--- config.mk ---
export PLATFORM = sky130hd
export DESIGN_NAME = throttle_arbiter
export DESIGN_NICKNAME = d
export VERILOG_FILES = /design/src/rtl/thr_arb_pkg.sv /design/src/rtl/thr_arb_ctrl.sv /design/src/rtl/thr_arb_dpath.sv /design/src/rtl/throttle_arbiter.sv
export SDC_FILE = /design/constraint.sdc
export NUM_CORES = 1
export LEC_CHECK = 0
export BUFFER_PORTS_ARGS = -buffer_cell sky130_fd_sc_hd__clkbuf_2
export CORE_MARGIN = 2
export CORE_UTILIZATION = 42
export DETAILED_ROUTE_END_ITERATION = 6
export MAX_ROUTING_LAYER = met4
export PLACE_DENSITY = 0.8
export SETUP_SLACK_MARGIN = 0.3
export SLEW_MARGIN = 10
export SYNTH_ARGS = -nofsm -noshare
export SYNTH_HDL_FRONTEND = slang
export SYNTH_HIERARCHICAL = 1
export SYNTH_SLANG_ARGS = --single-unit
export TNS_END_PERCENT = 10
--- constraint.sdc ---
create_clock -name clk -period 5.09 [get_ports clk]
set_input_delay 0.2545 -clock clk [delete_from_list [all_inputs] [get_ports clk]]
set_output_delay 0.2545 -clock clk [all_outputs]
set_load 0.05 [all_outputs]
--- src/rtl/thr_arb_pkg.sv ---
package thr_arb_pkg;

  localparam int SEL_W   = 4;
  localparam int MAX_SRC = 1 << SEL_W;

  // Strobes from the selection logic to the output datapath
  typedef struct packed {
    logic             grant;  // some enabled source is requesting
    logic [SEL_W-1:0] sel;    // index of the chosen source
  } arb_strobe_t;

  typedef enum logic [1:0] {
    LVL_NONE = 2'd0,
    LVL_LOW  = 2'd1,
    LVL_MED  = 2'd2,
    LVL_HIGH = 2'd3
  } gpu_level_e;

endpackage

--- src/rtl/thr_arb_ctrl.sv ---
module thr_arb_ctrl
  import thr_arb_pkg::*;
#(
  parameter int NUM_SRC = 3,
  parameter int PRIO_W  = 7
) (
  input  logic [NUM_SRC-1:0]        reqVec,
  input  logic [NUM_SRC*PRIO_W-1:0] prioFlat,
  output arb_strobe_t               strobe
);

  logic [PRIO_W-1:0] bestPrio;
  logic [PRIO_W-1:0] candPrio;

  // Strictly-greater compare: equal priority keeps the earlier (lower) index,
  // and a zero priority can never beat the initial zero.
  always_comb begin
    bestPrio   = '0;
    candPrio   = '0;
    strobe.sel = '0;
    for (int i = 0; i < NUM_SRC; i++) begin
      candPrio = prioFlat[i*PRIO_W +: PRIO_W];
      if (reqVec[i] && (candPrio > bestPrio)) begin
        bestPrio   = candPrio;
        strobe.sel = SEL_W'(i);
      end
    end
    strobe.grant = (bestPrio != '0);
  end

  // A granted selection always points at a real source
  always_comb begin
    assert_sel_in_range_R3 : assert (!strobe.grant || int'(strobe.sel) < NUM_SRC);
  end

endmodule

--- src/rtl/thr_arb_dpath.sv ---
module thr_arb_dpath
  import thr_arb_pkg::*;
#(
  parameter int NUM_SRC = 3,
  parameter int DEPTH_W = 7,
  parameter int LEVEL_W = 2,
  localparam int IDX_W  = (NUM_SRC > 1) ? $clog2(NUM_SRC) : 1
) (
  input  logic                       clk,
  input  logic                       rstN,
  input  arb_strobe_t                strobe,
  input  logic [NUM_SRC*DEPTH_W-1:0] cpuDepthFlat,
  input  logic [NUM_SRC*LEVEL_W-1:0] gpuLevelFlat,
  output logic [DEPTH_W-1:0]         cpuDepthOut,
  output logic [LEVEL_W-1:0]         gpuLevelOut,
  output logic                       throttleActive,
  output logic [IDX_W-1:0]           winnerIdx
);

  logic [DEPTH_W-1:0] cpuNext;
  logic [LEVEL_W-1:0] gpuNext;
  logic [IDX_W-1:0]   idxNext;

  always_comb begin
    cpuNext = '0;
    gpuNext = '0;
    idxNext = '0;
    for (int i = 0; i < NUM_SRC; i++) begin
      if (strobe.grant && (int'(strobe.sel) == i)) begin
        cpuNext = cpuDepthFlat[i*DEPTH_W +: DEPTH_W];
        gpuNext = gpuLevelFlat[i*LEVEL_W +: LEVEL_W];
        idxNext = IDX_W'(i);
      end
    end
  end

  always_ff @(posedge clk) begin
    if (!rstN) begin
      cpuDepthOut    <= '0;
      gpuLevelOut    <= '0;
      throttleActive <= 1'b0;
      winnerIdx      <= '0;
    end else begin
      cpuDepthOut    <= cpuNext;
      gpuLevelOut    <= gpuNext;
      throttleActive <= strobe.grant;
      winnerIdx      <= idxNext;
    end
  end

  assert_idle_outputs_zero_R6 : assert property (@(posedge clk) disable iff (!rstN)
    !throttleActive |-> (cpuDepthOut == '0 && gpuLevelOut == '0 && winnerIdx == '0));

  assert_winner_in_range_R2 : assert property (@(posedge clk) disable iff (!rstN)
    throttleActive |-> (int'(winnerIdx) < NUM_SRC));

endmodule

--- src/rtl/throttle_arbiter.sv ---
module throttle_arbiter
  import thr_arb_pkg::*;
#(
  parameter int NUM_SRC = 3,
  parameter int PRIO_W  = 7,
  parameter int DEPTH_W = 7,
  parameter int LEVEL_W = 2,
  localparam int IDX_W  = (NUM_SRC > 1) ? $clog2(NUM_SRC) : 1
) (
  input  logic                       clk,
  input  logic                       rstN,
  input  logic [NUM_SRC-1:0]         reqVec,
  input  logic [NUM_SRC*PRIO_W-1:0]  prioFlat,
  input  logic [NUM_SRC*DEPTH_W-1:0] cpuDepthFlat,
  input  logic [NUM_SRC*LEVEL_W-1:0] gpuLevelFlat,
  output logic [DEPTH_W-1:0]         cpuDepthOut,
  output logic [LEVEL_W-1:0]         gpuLevelOut,
  output logic                       throttleActive,
  output logic [IDX_W-1:0]           winnerIdx
);

  arb_strobe_t strobe;

  generate
    if (NUM_SRC < 1 || NUM_SRC > MAX_SRC) begin : g_bad_count
      initial $error("NUM_SRC out of supported range");
    end
  endgenerate

  thr_arb_ctrl #(
    .NUM_SRC(NUM_SRC),
    .PRIO_W (PRIO_W)
  ) u_ctrl (
    .reqVec  (reqVec),
    .prioFlat(prioFlat),
    .strobe  (strobe)
  );

  thr_arb_dpath #(
    .NUM_SRC(NUM_SRC),
    .DEPTH_W(DEPTH_W),
    .LEVEL_W(LEVEL_W)
  ) u_dpath (
    .clk           (clk),
    .rstN          (rstN),
    .strobe        (strobe),
    .cpuDepthFlat  (cpuDepthFlat),
    .gpuLevelFlat  (gpuLevelFlat),
    .cpuDepthOut   (cpuDepthOut),
    .gpuLevelOut   (gpuLevelOut),
    .throttleActive(throttleActive),
    .winnerIdx     (winnerIdx)
  );

  // Copies of the sampled inputs, used only to relate outputs to the edge they came from
  logic [NUM_SRC-1:0]         reqQ;
  logic [NUM_SRC*PRIO_W-1:0]  prioQ;
  logic [NUM_SRC*DEPTH_W-1:0] cpuQ;
  logic [NUM_SRC*LEVEL_W-1:0] gpuQ;

  always_ff @(posedge clk) begin
    if (!rstN) begin
      reqQ  <= '0;
      prioQ <= '0;
      cpuQ  <= '0;
      gpuQ  <= '0;
    end else begin
      reqQ  <= reqVec;
      prioQ <= prioFlat;
      cpuQ  <= cpuDepthFlat;
      gpuQ  <= gpuLevelFlat;
    end
  end

  assert_winner_requested_R2 : assert property (@(posedge clk) disable iff (!rstN)
    throttleActive |-> reqQ[winnerIdx]);

  assert_winner_enabled_R5 : assert property (@(posedge clk) disable iff (!rstN)
    throttleActive |-> (prioQ[winnerIdx*PRIO_W +: PRIO_W] != '0));

  assert_settings_follow_R8 : assert property (@(posedge clk) disable iff (!rstN)
    throttleActive |-> (cpuDepthOut == cpuQ[winnerIdx*DEPTH_W +: DEPTH_W] &&
                        gpuLevelOut == gpuQ[winnerIdx*LEVEL_W +: LEVEL_W]));

  genvar gi;
  generate
    for (gi = 0; gi < NUM_SRC; gi++) begin : g_src_chk
      assert_no_higher_loser_R3 : assert property (@(posedge clk) disable iff (!rstN)
        (throttleActive && reqQ[gi] && int'(winnerIdx) != gi) |->
          (prioQ[gi*PRIO_W +: PRIO_W] <= prioQ[winnerIdx*PRIO_W +: PRIO_W]));

      assert_tie_low_index_R4 : assert property (@(posedge clk) disable iff (!rstN)
        (throttleActive && reqQ[gi] && gi < int'(winnerIdx)) |->
          (prioQ[gi*PRIO_W +: PRIO_W] < prioQ[winnerIdx*PRIO_W +: PRIO_W]));

      assert_idle_means_none_R6 : assert property (@(posedge clk) disable iff (!rstN)
        (!throttleActive && reqQ[gi]) |-> (prioQ[gi*PRIO_W +: PRIO_W] == '0));
    end
  endgenerate

endmodule

; ---- After elaboration in Yosys (flattened, before gate mapping)
; Index checks and enable logic that the tools add are counted.
[totals]
ff_bits = 12
output_inout_bits = 12
[op_classes]
bitwise_logic = 1
n_reduce_logical = 9
mux = 13
n_eq_ne = 2
n_lt_le_gt_ge = 3
[ops]
columns = operator, count
row1 = 7-bit 2-to-1 mux, 6
row2 = 7-bit greater-than comparator, 2
row3 = 2-bit 2-to-1 mux, 5
row4 = 7-bit by 1-bit greater-than comparator with 1-bit output (second input constant), 1
row5 = 7-bit nonzero test, 1
row6 = 1-bit logical AND, 6
row7 = 4-bit logical NOT, 1
row8 = 2-bit by 1-bit equality test with 1-bit output (second input constant), 1
row9 = 2-bit equality test (second input constant), 1
row10 = 1-bit 2-to-1 mux, 2
row11 = 2-bit OR reduction, 1
row12 = 1-bit inverter, 1

; ---- Depth between registers and ports, before layout
; Gate-level depths: netlist of the first run.
[depth]
ltp_word = 14
mapped_depth = 19

; ---- By module
; Netlist of the first run, hierarchy kept.
[by_module_without_submodules]
columns = module, area_each_um2, cells_each, seq_area_each_um2, n_inst
row1 = thr_arb_ctrl, 545.5, 73, 0.0, 1
row2 = thr_arb_dpath, 479.2, 39, 240.2, 1

; ---- Worst setup path after synthesis of the first run
; Ideal clock, no wire load.
[synth_path]
kind = input to register
from = input reqVec[0]
to = register u_dpath.cpuDepthOut[0]
required_ps = 5020
arrival_time_ps = 3902
slack_ps = 1118
stages = 18
path_cell_list = clkbuf_1 -> nand2_1 -> ha_1 -> a21oi_1 -> a21oi_1 -> o221ai_2 -> buf_4 -> mux2_2 -> ha_1 -> and4_1 -> o21a_1 -> a221oi_1 -> a211oi_2 -> mux2i_1 -> nand2_1 -> or4_4 -> buf_6 -> o2bb2ai_1
[synth_rtl]
columns = element, line
row1 = "start, declared", throttle_arbiter.sv:12  ; input logic [NUM_SRC-1:0] reqVec,
row2 = "end signal, assigned", thr_arb_dpath.sv:44  ; cpuDepthOut <= cpuNext;
row3 = "end, declared", thr_arb_dpath.sv:14  ; output logic [DEPTH_W-1:0] cpuDepthOut,

==> results of run 1 <==
sequential cells by signal, summed over array words and instances (netlist names):
signal	flops
u_dpath/winnerIdx	2
u_dpath/gpuLevelOut	2
u_dpath/throttleActive	1
u_dpath/cpuDepthOut	7
metal layers:
layer | part of all wire, % | up-vias
met5 | 0 | -
li1 | - | 547
met3 | 6.3 | 7
met4 | 2.0 | 0
met2 | 54 | 38
met1 | 38 | 500
how the worst max path moves through the flow:
stage	slack, ps	endpoint	cells after the start
3_3_place_gp	890	u_dpath/cpuDepthOut[5]$_SDFF_PN0_	17
6_report	920	u_dpath/cpuDepthOut[3]$_SDFF_PN0_	17
2_1_floorplan	1120	u_dpath/cpuDepthOut[0]$_SDFF_PN0_	18
5_1_grt	680	u_dpath/cpuDepthOut[2]$_SDFF_PN0_	17
4_1_cts	990	u_dpath/cpuDepthOut[2]$_SDFF_PN0_	17
3_5_place_dp	710	u_dpath/cpuDepthOut[3]$_SDFF_PN0_	17
final cells by class:
cell class                      count  area, um^2  share of cell area, %
Multi-Input combinational cell     83         701                   50.6
Sequential cell                    12         240                   17.3
Clock buffer                        4        36.3                   2.62
Inverter                           12        45.0                   3.25
Tap cell                           28        35.0                   2.53
Timing Repair Buffer               65         328                   23.7
cells in the final DEF (no fill, tap or decap), drive strengths merged:
cell type  count
nor2b          1
nand3b         1
o21ai          1
nor3b          1
nand2          8
and2           1
a221oi         1
or4            2
nor2           4
and4           1
buf            1
o2bb2ai        9
nor3           1
o21a           1
a21o           2
dfxtp         12
mux2i         12
o311ai         1
a21oi          4
clkbuf        68
nand3          1
o221ai         1
a31oi          3
inv           12
nand4b         1
ha            13
nor4           2
nand4          3
nand2b         1
mux2           4
conb           2
a211oi         1
logic make-up (layout without fill, tap and decap cells):
family	Yosys count	after routing	synth area share, %
flip-flops	12	12	23.4
AO/OA/AOI/OAI	24	24	18.6
AND/OR/NAND/NOR	28	28	16.7
adder cells (fa/ha/maj)	13	13	15.9
buffers and inverters	18	81	8.55
other	1	2	0.366
multiplexers	16	16	16.5
worst max-delay path: cells and delay by family:
family / cells / cell delay (ps)
muxes: 1 / 410
AOI/OAI and AO/OA: 7 / 1650
adders and majority gates: 2 / 600
and+or+nand+nor: 5 / 1070
buffers and inverters: 2 / 390
through the flow:
step / instance area, um^2 / setup WS [ps] / utilization (%)
CTS: 1390 / 989 / 61.4
finish: 1390 / 920 / 61.4
detailed placement: 1350 / 706 / 59.8
global route: 1390 / 677 / 61.4
global placement: 1350 / 887 / 59.8
floorplan: 1030 / 1120 / -
power groups by stage:
stage | Clock (W) | Combinational [W] | Sequential, W
after floorplan | 0 | 0.0000621 | 0.000117
after global placement | 0 | 0.000110 | 0.000102
final | 0.0000777 | 0.000114 | 0.0000995
after detailed placement | 0 | 0.000114 | 0.000102
after CTS | 0.0000809 | 0.000114 | 0.0000995
after global routing | 0.0000861 | 0.000126 | 0.0000999
==> impl_metrics.csv, run 1 <==
group,metric,value,unit
placed_design,place.port_buffers,64,
min_path,min_to,"u_dpath/cpuDepthOut[1]$_SDFF_PN0_",
global_routing,use_met3,5.93,%
setup_path,end_kind,"flip-flop",
min_path,hp-class,"input port to flip-flop",
timing,fmax,240,MHz
power_and_ir_drop,p_clk_share,26.6,%
yosys,yosysMostFrequentCell,"ha_1",
floorplan,die_h,53.4,um
min_path,hold_path_depth,2,
setup_path,cp-startpoint,"reqVec[0]",
global_routing,use_met1,22.6,%
power_and_ir_drop,p_comb_share,39.2,%
timing,max_slew_margin,60.1,%
setup_path,arrival,4380,ps
route,drt_iter0_markers,15,
timing,worst_pin_slew,599,ps
cts,cts_tree,"yes",
yosys,yosys_warnings,6,
cells_and_area,fill_cells,201,
global_routing,grt-busiest-layer,"met2",
global_routing,grt_pass1_wl,4.45,mm
route,vias,1092,
min_path,hold_path_startpoint,"cpuDepthFlat[15]",
cts,ctsRootBufferMaster,"clkbuf_4",
cts,cts_buffers,3,
yosys,synthArstFlopShare,0,%
power_and_ir_drop,ir_worst_vdd,139,uV
timing,period_minus_slack,4170,ps
route,wl,2.77,mm
power_and_ir_drop,p_per_area,211,nW/um^2
route,vias_per_cell,5.35,
floorplan,die-area,2850,um^2
timing,setup_viol,0,
cts,cts_hold_buf,0,
timing,rsz0062_at_grt,"false",
cells_and_area,final_cells,204,
global_routing,grt_overflow_total,0,
placed_design,dp.final_hpwl,2.39,mm
cts,cts_buffer_depth,2,
timing,drv_slew,0,
yosys,syn_inst,112,
global_routing,grt_util_all_layers,22.3,%
yosys,synth.top_cell.area_share,23.4,%
setup_path,cpPeakStageDelay,520,ps
yosys,yosysSeqAreaShare,23.4,%
cells_and_area,drive_above_1_share,43.2,%
cts,clock-sinks,12,
route,wl_per_cell,13.6,um
setup_path,critPathMostFrequentCell,"ha_1",
timing,tns,0,ps
route,drcViolationCount,0,
timing,fin_hold_ws,174,ps
cells_and_area,area_delta_synth_final,35.2,%
route,dr.pass1.iters,4,
route,detail-route-antenna-nets,0,
yosys,synthesis.area,1020,um^2
power_and_ir_drop,switchingPower,0.000100,W
yosys,synth_cell_types,38,
cts,clk_pin_slew,80,ps
cts,cts-resized-gates,0,
yosys,ys_dominant_reg_cell,"dfxtp_1",
placed_design,place.gp.congestion,0.921,
yosys,yosys-top-cells-area,"dfxtp_1 23%, ha_1 16%, mux2i_1 12%",
status,outcome,"complete, no violations",
power_and_ir_drop,finalPower,0.000292,W
yosys,avgSynthCellArea,9.15,um^2
power_and_ir_drop,p_leak,0.728,nW
setup_path,worst-setup-path-type,"input port to flip-flop",
floorplan,initial_core_util,45.4,%
timing,finalCritPeriodShare,81.9,%
global_routing,grt_use_met2,39.9,%
floorplan,die-width,53.4,um
yosys,synth_edf_count,0,
floorplan,pin_count,65,
placed_design,placedCellCount,200,
run,maxCapViolations,0,
cells_and_area,nNetsFinal,243,
yosys,synth_largest_area_cell,"dfxtp_1",
cts,htreeDepth,1,
yosys,ys_ff_latch,12,
power_and_ir_drop,p_int,0.000191,W
cells_and_area,num_antenna_cells,0,
setup_path,cp_cell_sequence,"clkbuf_2 -> nand2_1 -> ha_1 -> a21oi_1 -> o21ai_0 -> o221ai_2 -> mux2_1 -> ha_1 -> and4_1 -> o21a_1 -> a221oi_1 -> a211oi_2 -> nor2_1 -> buf_4 -> nand2b_1 -> nor4_4 -> o2bb2ai_1",
power_and_ir_drop,switching_share,34.4,%
yosys,synthTopCellsByCount,"13 x ha_1, 12 x dfxtp_1, 12 x inv_1, 12 x mux2i_1, 9 x o2bb2ai_1",
setup_path,worst_setup_path_start_kind,"input port",
setup_path,crit_slowest_cell,"o221ai_2",
setup_path,required,5300,ps
global_routing,grt_max_degree,13,
floorplan,rows,17,
power_and_ir_drop,seqPwrFrac,34.1,%
timing,final-hold-violation-count,0,
global_routing,grt_pass1_vias,1050,
cts,post-cts-setup-buffers,0,
floorplan,core_area,2250,um^2
setup_path,critPathMaxFanout,12,
global_routing,antenna_found_initial,0,
(Power assumes the default switching activity.)
==> run 2, diff against run 1 <==
--- a/config.mk
+++ b/config.mk
@@ -6,11 +6,12 @@
 export NUM_CORES = 1
 export LEC_CHECK = 0
 export BUFFER_PORTS_ARGS = -buffer_cell sky130_fd_sc_hd__clkbuf_2
+export CORE_ASPECT_RATIO = 2
 export CORE_MARGIN = 2
-export CORE_UTILIZATION = 42
+export CORE_UTILIZATION = 38
 export DETAILED_ROUTE_END_ITERATION = 6
 export MAX_ROUTING_LAYER = met4
-export PLACE_DENSITY = 0.8
+export PLACE_DENSITY = 0.77
 export SETUP_SLACK_MARGIN = 0.3
 export SLEW_MARGIN = 10
 export SYNTH_ARGS = -nofsm -noshare
==> constraint.sdc (replaced) <==
create_clock -name clk -period 3.7 [get_ports clk]
set_input_delay 0.185 -clock clk [delete_from_list [all_inputs] [get_ports clk]]
set_output_delay 0.185 -clock clk [all_outputs]
set_load 0.05 [all_outputs]
==> impl_metrics.csv, run 2 (synthesized netlist as in run 1, its figures left out) <==
group,metric,value,unit
global_routing,grt_overflow_total,0,
cells_and_area,final_cell_mix,"63 x clkbuf_2, 19 x buf_4, 12 x inv_1, 12 x mux2i_1, 12 x dfxtp_1",
floorplan,initial_core_util,39.9,%
setup_path,critPathBufInv,2,
cells_and_area,multi_input_area,886,um^2
setup_path,worst_setup_path_start_kind,"input port",
floorplan,die-area,3150,um^2
global_routing,grt_pass1_wl,4.73,mm
timing,worst_slack,187,ps
cells_and_area,seqCellArea,240,um^2
placed_design,place.port_buffers,64,
global_routing,grt_util_all_layers,21.0,%
setup_path,cp_cell_sequence,"buf_8 -> and2_4 -> ha_1 -> nand3b_1 -> a21oi_2 -> o221ai_4 -> mux2_4 -> ha_4 -> and4_4 -> o21a_1 -> a221oi_2 -> a211oi_2 -> mux2i_1 -> nand2_1 -> buf_4 -> or4_4 -> o2bb2ai_1",
floorplan,die_h,77.4,um
cts,cts_buffers,3,
global_routing,antenna_found_initial,0,
power_and_ir_drop,finalPower,0.000473,W
power_and_ir_drop,p_comb_share,47.1,%
setup_path,arrival,3680,ps
setup_path,required,3870,ps
setup_path,path_delay_family,"simple AND/OR/NAND/NOR gates",
route,vias,1196,
timing,finalCritPeriodShare,95.0,%
cts,htreeDepth,1,
route,wl_per_cell,13.8,um
power_and_ir_drop,switching_share,32.6,%
cells_and_area,num_antenna_cells,0,
run,maxCapViolations,0,
route,wl,3.11,mm
cells_and_area,reg_top3,"u_dpath/cpuDepthOut: 7 flops, u_dpath/gpuLevelOut: 2 flops, u_dpath/winnerIdx: 2 flops",
setup_path,end_kind,"flip-flop",
power_and_ir_drop,ir_worst_vdd,150,uV
power_and_ir_drop,switchingPower,0.000154,W
cts,cts_buffer_depth,2,
setup_path,cpPeakStageDelay,460,ps
cts,clock-sinks,12,
floorplan,die-width,40.7,um
timing,fmax,285,MHz
placed_design,place.gp.congestion,0.846,
setup_path,critPathMaxFanout,8,
cells_and_area,final_common_cell,"clkbuf_2",
timing,rsz0062_at_grt,"true",
cts,clk_pin_slew,50,ps
cells_and_area,largest_register_ffs,7,
cts,cts_hold_buf,0,
cells_and_area,fill_cells,200,
placed_design,place_ws,-190,ps
floorplan,pin_count,65,
route,drcViolationCount,0,
min_path,hp-class,"input port to flip-flop",
cells_and_area,nNetsFinal,265,
power_and_ir_drop,p_per_area,269,nW/um^2
global_routing,grt_pass1_vias,1198,
floorplan,core_area,2570,um^2
timing,drv_slew,0,
status,outcome,"complete, no violations",
power_and_ir_drop,p_leak,0.880,nW
cells_and_area,drive_above_1_share,60.9,%
cts,ctsRootBufferMaster,"clkbuf_8",
timing,final-hold-violation-count,0,
cts,cts_tree,"yes",
global_routing,grt_max_degree,11,
route,drt_iter0_markers,17,
setup_path,worst-setup-path-type,"input port to flip-flop",
route,dr.pass1.iters,4,
floorplan,rows,26,
power_and_ir_drop,p_clk_share,23.9,%
timing,setup_viol,0,
route,vias_per_cell,5.32,
cells_and_area,area_delta_synth_final,71.2,%
route,detail-route-antenna-nets,0,
power_and_ir_drop,seqPwrFrac,29.0,%
placed_design,dp.final_hpwl,2.63,mm
timing,period_minus_slack,3510,ps
setup_path,crit_slowest_cell,"or4_4",
power_and_ir_drop,p_int,0.000318,W
cells_and_area,largest-register,"u_dpath/cpuDepthOut",
## run 2: path summary, 6_finish.rpt
kind	start	endpoint	slack, ps	cells after the start
min	cpuDepthFlat[20]	u_dpath/cpuDepthOut[6]$_SDFF_PN0_	150	2
max	reqVec[0]	u_dpath/cpuDepthOut[3]$_SDFF_PN0_	190	17
## run 2: cell type report
class	count	area share, %
Sequential cell	12	13.7
Multi-Input combinational cell	84	50.5
Clock buffer	3	2.35
Tap cell	28	2.00
Timing Repair Buffer	86	28.9
Inverter	12	2.57
## run 2: power groups by stage
stage | registers, W | logic, W | clock network [W]
after floorplan | 0.000161 | 0.000105 | 0
after global placement | 0.000139 | 0.000190 | 0
after detailed placement | 0.000140 | 0.000199 | 0
after CTS | 0.000137 | 0.000205 | 0.000117
after global routing | 0.000138 | 0.000241 | 0.000124
final | 0.000137 | 0.000223 | 0.000113
## run 2: repair_timing
item / in CTS / in global routing
endpoints found under the setup margin: 11 / 11
gates resized for setup: 5 / 11
buffers inserted: 0 / 6
cloned: 1 / 1
pin swaps: 2 / 8
## run 2: layer usage
metal	global-route usage [%]	vias up	share of wire, %
met2	41.4	67	60
met5	-	-	0
met4	7.00	0	1.3
li1	-	590	-
met3	2.29	4	9.2
met1	17.4	535	29
## run 2: through the flow
step | area (um^2) | std cells | TNS [ps] | utilization [%] | hold WS (ps)
CTS | 1650 | 218 | 0 | 64.2 | 150
global route | 1750 | 225 | 0 | 68.3 | 148
global placement | 1570 | 214 | -1060 | 61.2 | 391
detailed placement | 1570 | 214 | -1700 | 61.2 | 393
finish | 1750 | 225 | 0 | 68.3 | 152
floorplan | 1170 | 113 | 0 | - | 302
